`src/rtl/spd_pkg.sv`:
```
package spd_pkg;
  localparam int BYTE_W     = 8;
  localparam int NUM_FIELDS = 16;

  localparam logic [BYTE_W-1:0] ECC_CODE = 8'h02;

  // field slots captured by the decoder
  localparam int F_TYPE   = 0;
  localparam int F_ROWS   = 1;
  localparam int F_COLS   = 2;
  localparam int F_RANKS  = 3;
  localparam int F_WID_LO = 4;
  localparam int F_WID_HI = 5;
  localparam int F_TCK3   = 6;
  localparam int F_TAC3   = 7;
  localparam int F_CFG    = 8;
  localparam int F_REFR   = 9;
  localparam int F_CLMASK = 10;
  localparam int F_TCK2   = 11;
  localparam int F_TAC2   = 12;
  localparam int F_TRP    = 13;
  localparam int F_TRCD   = 14;
  localparam int F_TRAS   = 15;

  typedef logic [NUM_FIELDS-1:0][BYTE_W-1:0] field_vec_t;

  // byte address within the image for each field slot
  function automatic int field_ofs(input int slot);
    case (slot)
      F_TYPE:   return 2;
      F_ROWS:   return 3;
      F_COLS:   return 4;
      F_RANKS:  return 5;
      F_WID_LO: return 6;
      F_WID_HI: return 7;
      F_TCK3:   return 9;
      F_TAC3:   return 10;
      F_CFG:    return 11;
      F_REFR:   return 12;
      F_CLMASK: return 18;
      F_TCK2:   return 23;
      F_TAC2:   return 24;
      F_TRP:    return 27;
      F_TRCD:   return 29;
      default:  return 30;
    endcase
  endfunction
endpackage

```
`src/rtl/spd_fetch.sv`:
```
// Address sequencer: one outstanding byte request, ascending order.
module spd_fetch #(
  parameter int NUM_BYTES = 64,
  localparam int ADDR_W = $clog2(NUM_BYTES)
) (
  input  logic              clk,
  input  logic              rst,
  input  logic              start,
  input  logic              rd_ack,
  output logic              busy,
  output logic [ADDR_W-1:0] addr,
  output logic              launch,
  output logic              take,
  output logic              last_take
);
  localparam logic [ADDR_W-1:0] LAST_ADDR = ADDR_W'(NUM_BYTES - 1);

  assign launch    = start && !busy;
  assign take      = busy && rd_ack;
  assign last_take = take && (addr == LAST_ADDR);

  always_ff @(posedge clk) begin
    if (rst) begin
      busy <= 1'b0;
      addr <= '0;
    end else if (launch) begin
      busy <= 1'b1;
      addr <= '0;
    end else if (last_take) begin
      busy <= 1'b0;
    end else if (take) begin
      addr <= addr + 1'b1;
    end
  end
endmodule

```
`src/rtl/spd_sum.sv`:
```
// Running modulo-2^W sum of the bytes that precede the checksum byte.
module spd_sum #(
  parameter int W = 8
) (
  input  logic         clk,
  input  logic         rst,
  input  logic         clear,
  input  logic         add,
  input  logic [W-1:0] data,
  output logic [W-1:0] sum
);
  always_ff @(posedge clk) begin
    if (rst || clear) sum <= '0;
    else if (add)     sum <= sum + data;
  end
endmodule

```
`src/rtl/spd_decode.sv`:
```
// One capture register per decoded field, loaded when its address arrives.
module spd_decode import spd_pkg::*; #(
  parameter int ADDR_W = 6
) (
  input  logic              clk,
  input  logic              rst,
  input  logic              clear,
  input  logic              we,
  input  logic [ADDR_W-1:0] addr,
  input  logic [BYTE_W-1:0] data,
  output field_vec_t        fields
);
  for (genvar g = 0; g < NUM_FIELDS; g++) begin : g_field
    localparam logic [ADDR_W-1:0] OFS = ADDR_W'(field_ofs(g));
    always_ff @(posedge clk) begin
      if (rst || clear)           fields[g] <= '0;
      else if (we && addr == OFS) fields[g] <= data;
    end
  end
endmodule

```
`src/rtl/spd_parser.sv`:
```
module spd_parser import spd_pkg::*; #(
  parameter int NUM_BYTES = 64,
  parameter logic [7:0] TYPE_CODE = 8'h04,
  localparam int ADDR_W = $clog2(NUM_BYTES)
) (
  input  logic              clk,
  input  logic              rst,
  input  logic              start,
  input  logic [7:0]        target_tck,
  output logic              rd_req,
  output logic [ADDR_W-1:0] rd_addr,
  input  logic              rd_ack,
  input  logic [7:0]        rd_data,
  output logic              done,
  output logic              err,
  output logic [7:0]        row_count,
  output logic [7:0]        col_count,
  output logic [7:0]        rank_count,
  output logic [15:0]       data_width,
  output logic              ecc_en,
  output logic [7:0]        tck_cl3,
  output logic [7:0]        tac_cl3,
  output logic [7:0]        tck_cl2,
  output logic [7:0]        tac_cl2,
  output logic [7:0]        trp_ns,
  output logic [7:0]        trcd_ns,
  output logic [7:0]        tras_ns,
  output logic              self_refresh,
  output logic [6:0]        refresh_code,
  output logic [7:0]        cl_support,
  output logic [1:0]        cas_lat
);
  logic       busy, launch, take, last_take;
  logic [7:0] run_sum;
  field_vec_t fld;
  logic       cl2_ok, image_bad;

  spd_fetch #(.NUM_BYTES(NUM_BYTES)) u_fetch (
    .clk(clk), .rst(rst), .start(start), .rd_ack(rd_ack),
    .busy(busy), .addr(rd_addr), .launch(launch),
    .take(take), .last_take(last_take)
  );

  spd_sum #(.W(BYTE_W)) u_sum (
    .clk(clk), .rst(rst), .clear(launch),
    .add(take && !last_take), .data(rd_data), .sum(run_sum)
  );

  spd_decode #(.ADDR_W(ADDR_W)) u_dec (
    .clk(clk), .rst(rst), .clear(launch), .we(take),
    .addr(rd_addr), .data(rd_data), .fields(fld)
  );

  assign rd_req    = busy;
  assign cl2_ok    = fld[F_CLMASK][1] && (fld[F_TCK2] <= target_tck);
  // on last_take, rd_data carries the stored checksum byte
  assign image_bad = (run_sum != rd_data) || (fld[F_TYPE] != TYPE_CODE);

  always_ff @(posedge clk) begin
    if (rst) begin
      done         <= 1'b0;
      err          <= 1'b0;
      row_count    <= '0;
      col_count    <= '0;
      rank_count   <= '0;
      data_width   <= '0;
      ecc_en       <= 1'b0;
      tck_cl3      <= '0;
      tac_cl3      <= '0;
      tck_cl2      <= '0;
      tac_cl2      <= '0;
      trp_ns       <= '0;
      trcd_ns      <= '0;
      tras_ns      <= '0;
      self_refresh <= 1'b0;
      refresh_code <= '0;
      cl_support   <= '0;
      cas_lat      <= '0;
    end else if (launch) begin
      done <= 1'b0;
      err  <= 1'b0;
    end else if (last_take) begin
      done         <= 1'b1;
      err          <= image_bad;
      row_count    <= fld[F_ROWS];
      col_count    <= fld[F_COLS];
      rank_count   <= fld[F_RANKS];
      data_width   <= {fld[F_WID_HI], fld[F_WID_LO]};
      ecc_en       <= (fld[F_CFG] == ECC_CODE);
      tck_cl3      <= fld[F_TCK3];
      tac_cl3      <= fld[F_TAC3];
      tck_cl2      <= fld[F_TCK2];
      tac_cl2      <= fld[F_TAC2];
      trp_ns       <= fld[F_TRP];
      trcd_ns      <= fld[F_TRCD];
      tras_ns      <= fld[F_TRAS];
      self_refresh <= fld[F_REFR][7];
      refresh_code <= fld[F_REFR][6:0];
      cl_support   <= fld[F_CLMASK];
      cas_lat      <= cl2_ok ? 2'd2 : 2'd3;
    end
  end
endmodule

```
`config.mk`:
```
export PLATFORM = sky130hd
export DESIGN_NAME = spd_parser
export DESIGN_NICKNAME = d
export VERILOG_FILES = /design/src/rtl/spd_pkg.sv /design/src/rtl/spd_fetch.sv /design/src/rtl/spd_sum.sv /design/src/rtl/spd_decode.sv /design/src/rtl/spd_parser.sv
export SDC_FILE = /design/constraint.sdc
export NUM_CORES = 1
export LEC_CHECK = 0
export BUFFER_PORTS_ARGS = -buffer_cell sky130_fd_sc_hd__buf_4
export CAP_MARGIN = 25
export CORE_ASPECT_RATIO = 1.1
export CORE_MARGIN = 2
export CORE_UTILIZATION = 35
export DETAILED_ROUTE_END_ITERATION = 16
export PLACE_DENSITY = 0.6
export SLEW_MARGIN = 20
export SYNTH_ARGS = -nofsm -noshare
export SYNTH_HDL_FRONTEND = slang
export SYNTH_SLANG_ARGS = --single-unit
```
`constraint.sdc`:
```
create_clock -name clk -period 2.47 [get_ports clk]
set_clock_uncertainty 0.15 [all_clocks]
set_input_delay 0.247 -clock clk [delete_from_list [all_inputs] [get_ports clk]]
set_output_delay 0.247 -clock clk [all_outputs]
set_load 0.02 [all_outputs]
```
==> qor.csv <==
stage,metric,value,unit
synthesis,syn avg cell area,8.861,um2
sta,Final Hold Vio Count,0,
layout,largest registers,"u_dec.fields: 128 flops, data_width: 16 flops",
worst_setup_path,FF-to-FF setup slack,0.14,ns
floorplanning,# IOs,144,
min_path,Hold Path Class,in -> reg,
floorplanning,initial core utilization,0.3549,
cts,CTS Root Cell,clkbuf_16,
sta,fin. max-slew vios,0,
min_path,Hold Startpoint,rd_data[6],
sta,RSZ-0062 raised after global routing,false,
worst_setup_path,CP Launch Type,flip-flop,
worst_setup_path,reg-to-reg endpoint,u_fetch.busy,
layout,Layout Utilization,0.4441,
routing,initial detailed-routing violation count,406,
synthesis,Synth Instances,1113,
synthesis,Main synth FF type,dfxtp_1,
min_path,Cells on Worst Hold Path,4,
synthesis,sequential-to-total area share from yosys stat,0.5278,
synthesis,"FFs w/ async S/R, synth",0,
synthesis,"flops & latches, synth",260,
power,Power Density,717.5,nW/um2
grt,total grt overflow,0,
min_path,Worst Hold Path EP,u_sum.sum[6],
sta,# setup viols final,0,
layout,diode count,0,
sta,setup_tns,0,ns
layout,"commonest non-fill, non-tap cell in the layout",nand2_1,
worst_setup_path,R2R depth,7,
power,Leak Pwr,5.093,nW
sta,min Tclk post-route,2.326,ns
worst_setup_path,CP required,2.74,ns
synthesis,mapped cell area,9862,um2
worst_setup_path,Max Fanout on Critical Path,34,
placement,DP HPWL,16.09,mm
worst_setup_path,reg2reg start,u_fetch.addr[0],
layout,Syn-to-layout area delta,25.12,%
sta,Final period util,0.9418,
sta,Slew HR,0.5195,
layout,NumNets Final,1282,
placement,placer's final routability congestion estimate,0.8294,
power,Logic pwr share,0.034,
power,P_sw,0.001913,W
floorplanning,die height,180.1,um
floorplanning,Die ar.,29540,um2
routing,DRT antenna net count,0,
grt,initial antenna violation count,0,
layout,"commonest cells after routing, fill and taps aside","266 x nand2_1, 258 x dfxtp_1, 162 x buf_4",
worst_setup_path,CP max-delay cell,dlygate4sd3_1,
floorplanning,core area,27790,um2
routing,detailed-route via count,7888,
cts,Max Root-Sink Buffers,3,
routing,first drt pass iteration count,4,
synthesis,synth warn,0,
power,internal power,0.006941,W
layout,max reg flops,128,
layout,layout cells sized above 1,0.1838,
floorplanning,Row Count,64,
sta,Achievable Freq,0.4299,GHz
synthesis,post-synthesis net count,1153,
sta,pin slew with the least headroom to its limit,0.7208,ns
worst_setup_path,arrival time worst endpoint,2.59,ns
placement,IO Port Bufs,143,
power,Sw Share,0.2161,
cts,clk slew on worst S/H paths,0.06,ns
floorplanning,DIE WIDTH,164.1,um
power,Clk pwr share,0.491,
grt,vias in the first global route,7497,
worst_setup_path,worst path cell trace,ha_1 -> inv_1 -> or2_1 -> nor2_4 -> buf_12 -> nor3_1 -> dlygate4sd3_1,
cts,CTS Sinks,260,
power,peak supply drop,460.0,uV
synthesis,number of synthesized flops with an enable pin,0,
grt,largest net degree at the start of global routing,116,
cts,Skew-Pair Late Insertion Delay,0.53,ns
run,number of max-cap violations,0,
cts,CTS tree,done,
grt,global-route wire length before repair,41.22,mm
routing,wire per inst,16.34,um
routing,Routed WL,26.55,mm
power,Flop pwr share,0.475,
run_status,status,finished clean,
synthesis,post-synthesis cell type count,45,
grt,global router's overall resource usage,0.1743,
routing,vias per cell,4.854,
worst_setup_path,Crit. End Element,flip-flop,
cts,H-tree Lvls,1,
worst_setup_path,kind of critical path,reg -> reg,
cts,Inserted Clock Buffers,29,
routing,Remaining DRCs,0,
layout,Largest Register,u_dec.fields,
worst_setup_path,max incr delay on CP,0.56,ns
==> worst max-delay path by stage <==
stage                         to             from  cells after the start
floorplan           u_sum.sum[7]     u_sum.sum[1]                      6
global placement    u_sum.sum[7]       rd_data[1]                      7
detailed placement  u_sum.sum[7]       rd_data[1]                      7
CTS                 u_fetch.busy  u_fetch.addr[3]                      6
global route        u_fetch.busy  u_fetch.addr[1]                      7
finish              u_fetch.busy  u_fetch.addr[0]                      7
==> cells in the mapped netlist, types with 2 or more instances <==
library cell / n / area [um2]
nand3_2: 5 / 50.05
nand4_1: 6 / 37.54
a21o_1: 4 / 30.03
nor2_2: 4 / 25.02
nor3_4: 2 / 32.53
a31oi_1: 2 / 12.51
inv_1: 13 / 48.80
o21ai_0: 15 / 75.07
or4_1: 2 / 15.01
nor4_1: 4 / 25.02
nor4b_1: 2 / 17.52
and2_1: 4 / 25.02
and2b_1: 2 / 15.01
dfxtp_1: 260 / 5205
clkbuf_1: 44 / 165.2
xnor2_1: 7 / 61.31
nor2b_1: 2 / 12.51
nand2_1: 266 / 998.5
nor2_1: 124 / 465.5
o211ai_1: 2 / 15.01
nor3_1: 3 / 15.01
nand3_1: 15 / 75.07
nand2b_1: 2 / 12.51
a21oi_1: 147 / 735.7
ha_1: 19 / 237.7
a211oi_1: 2 / 15.01
buf_4: 14 / 105.1
buf_2: 15 / 75.07
mux2i_1: 110 / 1101
==> per-stage QoR <==
stage / setup WS [ns] / hold slack, ns / area (um2) / total power [W] / std cells
6_report: 0.1437 / 0.04342 / 12340 / 0.008854 / 1625
2_1_floorplan: 0.4972 / 0.2442 / 9862 / 0.004457 / 1113
3_5_place_dp: 0.3338 / 0.2934 / 11280 / 0.004595 / 1567
4_1_cts: 0.01615 / 0.02728 / 12300 / 0.008940 / 1622
5_1_grt: 0.008079 / 0.09812 / 12340 / 0.009123 / 1625
3_3_place_gp: 0.3343 / 0.2872 / 11280 / 0.004593 / 1567
==> layout make-up <==
type | count | area, um2
fillers | 2755 | 15450
clock buffers | 45 | 885.9
repair buffers | 172 | 1381
well taps | 363 | 454.2
multi-input cells | 766 | 4275
flip-flops and latches | 260 | 5207
clock inverters | 6 | 86.33
inverters | 13 | 48.80
==> routing by layer <==
layer | vias up | GRT usage | share of wire
met5 | - | 0 | 0
met4 | 0 | 0.05579 | 0.029
met3 | 43 | 0.02647 | 0.058
met2 | 189 | 0.2861 | 0.46
met1 | 3719 | 0.2347 | 0.45
li1 | 3937 | - | -
==> power by group through the flow <==
stage / sequential (W) / clock [W] / combinational, W
after floorplan: 0.00430 / 0 / 0.000157
after global placement: 0.00430 / 0 / 0.000294
after detailed placement: 0.00430 / 0 / 0.000296
after CTS: 0.00421 / 0.00443 / 0.000303
after global routing: 0.00420 / 0.00460 / 0.000323
final: 0.00421 / 0.00435 / 0.000299
==> worst max-delay path, delay by kind of cell, from the launching register on <==
kind                       cells  cell delay (ns)
adders and majority gates      1             0.19
buffers and inverters          3             0.86
DFF                            1             0.45
and+or+nand+nor                3             0.55
==> cell families (layout without fill, tap and decap cells) <==
| logic type | count (synthesis) | count (layout) | share of synthesized area |
|---|---|---|---|
| AO/OA/AOI/OAI | 179 | 179 | 0.09579 |
| adder cells (fa/ha/maj) | 20 | 20 | 0.02614 |
| XOR/XNOR | 8 | 8 | 0.007105 |
| multiplexers | 110 | 110 | 0.1116 |
| AND/OR/NAND/NOR | 449 | 449 | 0.1911 |
| flip-flops | 260 | 260 | 0.5278 |
| buffers and inverters | 87 | 236 | 0.04047 |
==> repair_timing <==
item | in CTS | in global routing
resized for setup | 0 | 2
hold buffers | 4 | 0
hold endpoints to repair | 7 | 0
setup buffers | 0 | 2
setup endpoints to repair | 0 | 1
Note: power is estimated with default switching activity, not from simulation.
